--- src/rtl/oen_guard_pkg.sv ---
package oen_guard_pkg;

   // Resolution policy selected by the mode pin.
   typedef enum logic {
      MODE_PRIORITY = 1'b0,
      MODE_LOCKOUT  = 1'b1
   } guard_mode_e;

endpackage

--- src/rtl/oen_guard_sync.sv ---
// Multi-stage synchronizer for a bus of independent switch lines.
module oen_guard_sync #(
   parameter int WIDTH  = 4,
   parameter int STAGES = 2
) (
   input  logic             clk,
   input  logic             rst,
   input  logic [WIDTH-1:0] d_in,
   output logic [WIDTH-1:0] d_out
);

   logic [WIDTH-1:0] stage_q [STAGES];

   generate
      for (genvar s = 0; s < STAGES; s++) begin : g_stage
         if (s == 0) begin : g_first
            always_ff @(posedge clk) begin
               if (rst) stage_q[s] <= '0;
               else     stage_q[s] <= d_in;
            end
         end else begin : g_next
            always_ff @(posedge clk) begin
               if (rst) stage_q[s] <= '0;
               else     stage_q[s] <= stage_q[s-1];
            end
         end
      end
   endgenerate

   assign d_out = stage_q[STAGES-1];

endmodule

--- src/rtl/oen_guard_resolve.sv ---
// Combinational resolution: highest active line, any-active and overlap flags.
module oen_guard_resolve #(
   parameter int NUM_CH = 4,
   localparam int IDX_W = $clog2(NUM_CH)
) (
   input  logic [NUM_CH-1:0] lines,
   output logic [IDX_W-1:0]  top_idx,
   output logic              any_act,
   output logic              multi
);

   localparam int CNT_W = $clog2(NUM_CH + 1);

   logic [CNT_W-1:0] active_cnt;

   always_comb begin
      top_idx    = '0;
      active_cnt = '0;
      // Ascending scan: the last hit is the highest index, which wins.
      for (int i = 0; i < NUM_CH; i++) begin
         if (lines[i]) begin
            top_idx    = IDX_W'(i);
            active_cnt = active_cnt + CNT_W'(1);
         end
      end
   end

   assign any_act = |lines;
   assign multi   = (active_cnt >= CNT_W'(2));

endmodule

--- src/rtl/oen_guard_decode.sv ---
// Binary index to one-hot enable decoder with a common gate.
module oen_guard_decode #(
   parameter int NUM_CH = 4,
   localparam int IDX_W = $clog2(NUM_CH)
) (
   input  logic [IDX_W-1:0]  idx,
   input  logic              gate,
   output logic [NUM_CH-1:0] onehot
);

   generate
      for (genvar g = 0; g < NUM_CH; g++) begin : g_dec
         assign onehot[g] = gate && (idx == IDX_W'(g));
      end
   endgenerate

endmodule

--- src/rtl/oen_guard.sv ---
// One-hot output enable guard: top level.
module oen_guard
   import oen_guard_pkg::*;
#(
   parameter int NUM_CH      = 4,
   parameter int SYNC_STAGES = 2,
   localparam int IDX_W      = $clog2(NUM_CH)
) (
   input  logic              clk,
   input  logic              rst,
   input  logic [NUM_CH-1:0] sel_raw,
   input  logic              allow,
   input  logic              mode,
   output logic [NUM_CH-1:0] en_out,
   output logic [IDX_W-1:0]  chan_idx,
   output logic              valid,
   output logic              fault
);

   // Elaboration-time parameter checks.
   generate
      if (NUM_CH < 2 || (NUM_CH & (NUM_CH - 1)) != 0) begin : g_bad_ch
         $error("oen_guard: NUM_CH must be a power of two, at least 2");
      end
      if (SYNC_STAGES < 2) begin : g_bad_sync
         $error("oen_guard: SYNC_STAGES must be at least 2");
      end
   endgenerate

   logic [NUM_CH-1:0] sel_sync;
   logic [IDX_W-1:0]  top_idx;
   logic              any_act;
   logic              multi;
   logic              drive;
   logic [NUM_CH-1:0] en_next;
   guard_mode_e       mode_e;

   oen_guard_sync #(
      .WIDTH  (NUM_CH),
      .STAGES (SYNC_STAGES)
   ) u_sync (
      .clk   (clk),
      .rst   (rst),
      .d_in  (sel_raw),
      .d_out (sel_sync)
   );

   oen_guard_resolve #(
      .NUM_CH (NUM_CH)
   ) u_resolve (
      .lines   (sel_sync),
      .top_idx (top_idx),
      .any_act (any_act),
      .multi   (multi)
   );

   assign mode_e = guard_mode_e'(mode);

   // Drive an enable only when allowed, something is selected and
   // lockout mode has not seen an overlap.
   always_comb begin
      drive = allow && any_act;
      if (mode_e == MODE_LOCKOUT && multi) drive = 1'b0;
   end

   oen_guard_decode #(
      .NUM_CH (NUM_CH)
   ) u_decode (
      .idx    (top_idx),
      .gate   (drive),
      .onehot (en_next)
   );

   always_ff @(posedge clk) begin
      if (rst) begin
         en_out   <= '0;
         chan_idx <= '0;
         valid    <= 1'b0;
         fault    <= 1'b0;
      end else begin
         en_out   <= en_next;
         chan_idx <= drive ? top_idx : '0;
         valid    <= drive;
         fault    <= multi;
      end
   end

endmodule

--- config.mk ---
export PLATFORM = sky130hd
export DESIGN_NAME = oen_guard
export DESIGN_NICKNAME = d
export VERILOG_FILES = /design/src/rtl/oen_guard_pkg.sv /design/src/rtl/oen_guard_sync.sv /design/src/rtl/oen_guard_resolve.sv /design/src/rtl/oen_guard_decode.sv /design/src/rtl/oen_guard.sv
export SDC_FILE = /design/constraint.sdc
export NUM_CORES = 1
export LEC_CHECK = 0
export BUFFER_PORTS_ARGS = -buffer_cell sky130_fd_sc_hd__buf_2
export CORE_AREA = 4 4 41 43
export DETAILED_ROUTE_END_ITERATION = 12
export DIE_AREA = 0 0 45 47
export GPL_ROUTABILITY_DRIVEN = 0
export PLACE_DENSITY = 0.69
export SYNTH_ARGS = -nofsm -noshare
export SYNTH_HDL_FRONTEND = slang
export SYNTH_HIERARCHICAL = 1
export SYNTH_SLANG_ARGS = --single-unit
--- constraint.sdc ---
create_clock -name clk -period 4.1 [get_ports clk]
set_input_delay 0.82 -clock clk [delete_from_list [all_inputs] [get_ports clk]]
set_output_delay 0.82 -clock clk [all_outputs]
set_load 0.02 [all_outputs]
Yosys cells after proc, flatten, opt, wreduce, memory -nomap -nowiden
Memory sizes are Yosys's and may differ from the RTL's.
Cells that the tools add are included.
{ "word_totals": {"regBits": 8, "mem_bits_rw": 8, "in_bits": 8, "out_inout_bits": 8, "n_memories": 1} }
{ "op_classes": {"n_addsub": 3, "order_cmp": 1, "eq_ne": 3, "muxes": 13, "bitwise": 3, "n_reduce_logical": 9} }
{ "mem_list": {"columns": ["memory", "words", "width", "read_ports", "rd_ports_with_merged_regs", "write_ports", "line", "text"], "rows": [
  ["u_sync.stage_q", 2, 4, 2, 0, 2, "oen_guard_sync.sv:12", "logic [WIDTH-1:0] stage_q [STAGES];"]
]} }
{ "op_table": {"columns": ["op", "count"], "rows": [
  ["$mux 3", 3],
  ["$mux 4", 2],
  ["$add 3x1->3 const B", 2],
  ["$logic_and 1x1->1", 6],
  ["$mux 1", 6],
  ["$eq 2x2->1 const B", 2],
  ["$mux 2", 2],
  ["$reduce_or 4->1", 1],
  ["$ge 3x2->1 const B", 1],
  ["$add 1x1->2 const B", 1],
  ["$eq 2x1->1 const B", 1],
  ["$logic_not 2->1", 1],
  ["$or 1x1->1", 2],
  ["$reduce_or 2->1", 1],
  ["$not 1->1", 1]
]} }

Logic depth before layout (Yosys ltp)
Gate-level depths: netlist of the first run.
An unclocked memory read counts as a cell.
{ "logic_depth": {"depth_word": 13, "mapped_depth": 9, "mapped_depth_nobuf": 9} }

Modules after synthesis
Netlist of the first run, hierarchy kept.
{ "by_module_without_submodules": {"columns": ["module", "n_inst", "cells_each", "area_per_inst_um2"], "rows": [
  ["oen_guard", 1, 20, 247.7],
  ["oen_guard_sync", 1, 16, 210.2],
  ["oen_guard_resolve", 1, 16, 115.1],
  ["oen_guard_decode", 1, 4, 37.5]
]} }

Worst setup path before layout of the first run
Ideal clock, no wire load.
{ "synth_timing": {"kind": "register to register", "start": "mem u_sync.stage_q[1][0]", "end": "reg en_out[3]", "setup_ps": 65, "arrival_ps": 1844, "required_ps": 4035, "slack_ps": 2191, "path_stages_with_launch": 10, "n_path_buf": 0, "cell_sequence": "dfxtp_1 -> inv_1 -> ha_1 -> xor2_1 -> ha_1 -> nand2b_1 -> o32a_2 -> a21oi_1 -> and3_2 -> nor2b_1"} }
{ "synth_lines": {"columns": ["item", "line", "text"], "rows": [
  ["start, declared", "oen_guard_sync.sv:12", null],
  ["end signal, assigned", "oen_guard.sv:81", "en_out <= en_next;"],
  ["end, declared", "oen_guard.sv:14", "output logic [NUM_CH-1:0] en_out,"]
]} }

==> metrics.txt, run 1 <==
syn_nets=67; initial drt markers=0; Core ar.=between 1000 and 1500 sq um; share of cells above drive strength 1=roughly a third; CTS H-tree depth=1; Slew headroom=between 70% and 80%; die area=approximately 2100 sq um; drt pass-1 iters=1; Peak VDD IR=0.243 mV; initial antenna violation count=0; endpoints failing setup=0; NumNets Final=87; cell area after synthesis=about 610 sq um; GR Overflow Total=0; reg2reg start=u_sync/stage_q[1][0]$_SDFF_PP0_; final worst slack=between 1500 and 2000 ps; DIE HEIGHT=47 microns; io pins=16; vias per cell=around 4.6; placed cell count=86; non-filler cells, final=a little under 90; Worst EP required=between 4000 and 5000 ps; design area=727 sq um; type of the worst min-delay path=flip-flop to flip-flop; Hold Path Origin=u_sync/stage_q[0][0]$_SDFF_PP0_; starting density of the core=between 40% and 50%; f_max=474 MHz; Setup TNS Final=0 ps; vias=between 400 and 500; clock buffers created by TritonCTS=3; global-route wire length before repair=approximately 1600 microns; status=finished clean; PostCTS Resize Cnt=0; ANT cells=0; vias in the first global route=between 300 and 400; CP Capture Type=flip-flop; top cells by area, synth=dfxtp_1, nor2b_1, ha_1, a2111oi_2, inv_1; category of the most critical setup path=flip-flop to flip-flop; Post-Place Cell Area=slightly above 700 sq um; Netlist cell types=17; Num Clock Sinks=16; register bit total from synthesis=16; Cell Rows=13; DPL Wire Length=684 microns; port bufs=15; GRT Overall Usage=between 10% and 20%; Post-Syn Instances=56; max cap viols=0; count of hold buffers inserted by post-cts repair=0; Worst Clk Skew=between 7 and 8 ps; Mean Syn Cell Area=10.9 sq um; CTS Root Cell=clkbuf_4; largest net degree at the start of global routing=17; PwrDens=approximately 370 nW/um^2; arrival time worst endpoint=2310 ps; Ys Warns=6; Clock Pin Slew Worst Setup and Hold Paths=around 80 ps; fin crit period=between 2000 and 2500 ps; area delta synth->final=19.1%; CP startpoint kind=flip-flop; ANT nets after route=0; Bufs on Longest Clock Path=2; Synth area leader=dfxtp_1; Setup Buffers After CTS=0; share of the synthesized area in the top cell type=a little over half; Leakage=0.356 nW; PnR Total Power=between 0.2 and 0.3 mW; CTS tree=done; dpl ws=about 2000 ps; RSZ-0062 raised after global routing=no; hold path depth=1; DRC violations left=0; final hold violations=0; r2r worst-path depth=9; routed wire length=a little over 900 microns; Worst-Skew Late Latency=270 ps; WL/cell=between 10 and 15 microns; Critical Path Source=u_sync/stage_q[1][0]$_SDFF_PP0_; Max Slew Vio Count=0; crit-path max FO=5; Final period util=approximately 51%; die width=around 45 microns; Seq/Total Area, Yosys=52.5%; Worst-Margin Slew=about 360 ps
## cell type report
type / instances / area, sq um
Multi-Input combinational cell: 35 / 272
Timing Repair Buffer: 15 / 75.1
Fill cell: 138 / 574
Clock buffer: 3 / 22.5
Tap cell: 15 / 18.8
Inverter: 5 / 18.8
Sequential cell: 16 / 320
## per-layer routing
| layer | vias to the layer above | global-route usage (%) | wire [microns] |
|---|---|---|---|
| li1 | 222 | - | - |
| met3 | 2 | 4.98 | 70 |
| met1 | 178 | 12.3 | 410 |
| met4 | 0 | 5.26 | 10 |
| met2 | 11 | 16.4 | 417 |
| met5 | - | 0 | 0 |
## flip-flops by register name, indices dropped and copies added (netlist names)
| register | flops |
|---|---|
| fault | 1 |
| valid | 1 |
| u_sync/stage_q | 8 |
| en_out | 4 |
| chan_idx | 2 |
## power breakdown
| group | switching [mW] | internal (mW) |
|---|---|---|
| Sequential | 0.00208 | 0.161 |
| Combinational | 0.0165 | 0.0128 |
| Clock | 0.0422 | 0.0339 |
## placed cells by master, fill, tap and decap left out
cell type	instances
nor2b_1	13
a211oi_1	1
buf_2	15
inv_1	5
nand2_2	1
and3b_1	2
clkbuf_4	3
dfxtp_1	16
nand2_1	1
and3_2	2
o32a_2	1
xor2_1	2
a21oi_1	2
nand2b_1	1
o21bai_1	1
ha_1	3
nor3b_2	1
a2111oi_2	2
nor2_1	2
## synthesized netlist by cell type (all sizes together)
cell type,n
a21oi,2
inv,5
nor2b,13
o21bai,1
nand2,2
ha,3
and3,2
o32a,1
a2111oi,2
nor2,2
and3b,2
a211oi,1
xor2,2
nand2b,1
nor3b,1
dfxtp,16
## final timing paths
kind | end | slack [ps]
setup reg to reg | en_out[0]$_SDFF_PP0_ | 1990
setup / recovery | en_out[0]$_SDFF_PP0_ | 1990
hold / removal | u_sync/stage_q[1][0]$_SDFF_PP0_ | 440
hold reg to reg | u_sync/stage_q[1][0]$_SDFF_PP0_ | 440
## through the flow
| stage | utilization, % | hold slack [ps] |
|---|---|---|
| 5_1_grt | 55.9 | 474 |
| 3_5_place_dp | 54.1 | 427 |
| 6_report | 55.9 | 442 |
| 4_1_cts | 55.9 | 446 |
| 2_1_floorplan | - | 414 |
| 3_3_place_gp | 54.1 | 418 |
## cell families after synthesis
kind of cell | after synthesis | share of synthesized area (%)
simple gates | 23 | 24.6
compound gates | 7 | 10.9
xor+xnor | 2 | 2.87
buf+inv | 5 | 3.07
fa+ha+maj | 3 | 6.15
flops | 16 | 52.5
## worst max-delay path, cell delays in order (launching register included)
cell and delay, ps:
dfxtp_1 330, inv_1 40, ha_1 300, xor2_1 150, ha_1 260, nand2b_1 140, o32a_2 220, a21oi_1 250
nor3b_2 200, nor2b_1 140
Power figures use the tool's default switching activity.
==> run 2, diff against run 1 <==
==> constraint.sdc (replaced) <==
create_clock -name clk -period 2.21 [get_ports clk]
set_input_delay 0.442 -clock clk [delete_from_list [all_inputs] [get_ports clk]]
set_output_delay 0.442 -clock clk [all_outputs]
set_load 0.02 [all_outputs]
==> metrics.txt, run 2 (synthesis results as in run 1) <==
status=finished clean; Setup TNS Final=0 ps; hold endpoint=u_sync/stage_q[0][3]$_SDFF_PP0_; GR Overflow Total=0; reg2reg start=u_sync/stage_q[1][0]$_SDFF_PP0_; Leakage=0.363 nW; die width=between 40 and 50 microns; initial antenna violation count=0; max reg flops=8; Clock Pin Slew Worst Setup and Hold Paths=roughly 90 ps; commonest non-fill, non-tap cells in the layout=dfxtp_1, buf_2, nor2b_1; RSZ-0062 raised after global routing=no; Worst-Skew Late Latency=between 200 and 300 ps; Slew headroom=between 70% and 80%; global-route wire length before repair=1570 microns; Cell Rows=13; Final period util=about 90%; drt pass-1 iters=4; count of hold buffers inserted by post-cts repair=0; die area=2120 sq um; Bufs on Longest Clock Path=2; non-filler cells, final=90; ANT cells=0; most common cell after layout, fill and taps aside=dfxtp_1; vias=roughly 420; largest net degree at the start of global routing=17; vias per cell=between 4 and 5; Worst-Margin Slew=about 360 ps; Setup Buffers After CTS=0; Worst EP required=roughly 2400 ps; PwrDens=around 730 nW/um^2; type of the worst min-delay path=input port to flip-flop; DRC violations left=0; initial drt markers=9; endpoints failing setup=0; share of cells above drive strength 1=36.0%; r2r worst-path depth=9; WL/cell=~11 microns; area delta synth->final=21.9%; vias in the first global route=399; io pins=16; f_max=around 490 MHz; starting density of the core=a little under half; category of the most critical setup path=flip-flop to flip-flop; worst hold slack=around 360 ps; max cap viols=0; arrival time worst endpoint=about 2300 ps; CTS Root Cell=clkbuf_4; Peak VDD IR=around 0.35 mV; Worst Clk Skew=approximately 1.1 ps; placed cell count=86; clock buffers created by TritonCTS=3; CTS tree=done; port bufs=15; dpl ws=104 ps; Max Slew Vio Count=0; DPL Wire Length=between 700 and 800 microns; Most flops, register=u_sync/stage_q; Worst R2R End=en_out[3]$_SDFF_PP0_; CTS H-tree depth=1; Top Registers=u_sync/stage_q x8, en_out x4, chan_idx x2; DIE HEIGHT=between 40 and 50 microns; crit-path max FO=5; CP Capture Type=flip-flop; Hold Path Origin=sel_raw[3]; Num Clock Sinks=16; fin crit period=between 2000 and 2500 ps; final worst slack=168 ps; ANT nets after route=0; routed wire length=952 microns; CP startpoint kind=flip-flop; hold path depth=2; Core ar.=~1300 sq um; GRT Overall Usage=between 10% and 20%; NumNets Final=slightly below 90; flop2flop setup slack=roughly 170 ps; final hold violations=0
[run 2: cell types whose count changed in the layout (fill, tap and decap cells not counted)]
| cell | before | now |
|---|---|---|
| a21oi_1 | 2 | 1 |
| a21oi_2 | 0 | 1 |
| clkbuf_8 | 0 | 1 |
[run 2: how the worst max path moves through the flow]
stage,cells after the start,endpoint,slack (ps),start
3_3_place_gp,9,en_out[0]$_SDFF_PP0_,220,u_sync/stage_q[1][0]$_SDFF_PP0_
5_1_grt,9,en_out[0]$_SDFF_PP0_,20,u_sync/stage_q[1][1]$_SDFF_PP0_
6_report,9,en_out[3]$_SDFF_PP0_,170,u_sync/stage_q[1][0]$_SDFF_PP0_
2_1_floorplan,9,en_out[3]$_SDFF_PP0_,300,u_sync/stage_q[1][0]$_SDFF_PP0_
3_5_place_dp,9,en_out[3]$_SDFF_PP0_,100,u_sync/stage_q[1][0]$_SDFF_PP0_
4_1_cts,9,en_out[3]$_SDFF_PP0_,90,u_sync/stage_q[1][0]$_SDFF_PP0_
[run 2: critical path: stages, from the launching register on]
cell	delay, ps
dfxtp_1	340
inv_1	50
ha_1	300
xor2_1	150
ha_1	260
nand2b_1	140
o32a_2	220
a21oi_2	180
and3_2	190
nor2b_1	140
[run 2: where the power goes]
group | internal, mW | total (mW) | switching, mW | leakage, nW
Sequential | 0.299 | 0.302 | 0.00383 | 0.131
Combinational | 0.0239 | 0.0551 | 0.0312 | 0.211
Clock | 0.100 | 0.186 | 0.0860 | 0.0210
Total | 0.423 | 0.544 | 0.121 | 0.363
[run 2: layout make-up]
cell class              count  area [sq um]
clock buffers               4          36.3
well taps                  15          18.8
multi-input cells          35           275
flip-flops and latches     16           320
inverters                   5          18.8
repair buffers             15          75.1
fillers                   127           557
[run 2: metal layers]
layer / GRT usage, % / wire length [microns] / vias to the layer above
li1: - / - / 222
met1: 12.3 / 449 / 187
met2: 16.9 / 432 / 11
met3: 2.30 / 58 / 2
met4: 8.77 / 12 / 0
met5: 0 / 0 / -
[run 2: timing repair]
action,4_1_cts,5_1_grt
gates resized for setup,0,1
endpoints found under the hold margin,0,0
endpoints found under the setup margin,0,3
[run 2: metrics by stage]
stage / total power, mW / utilization (%) / cell area (sq um)
after global placement: 0.362 / 54.1 / 704
final: 0.544 / 57.2 / 744
after global routing: 0.574 / 57.2 / 744
after CTS: 0.551 / 56.9 / 741
after detailed placement: 0.364 / 54.1 / 704
after floorplan: 0.344 / - / 611
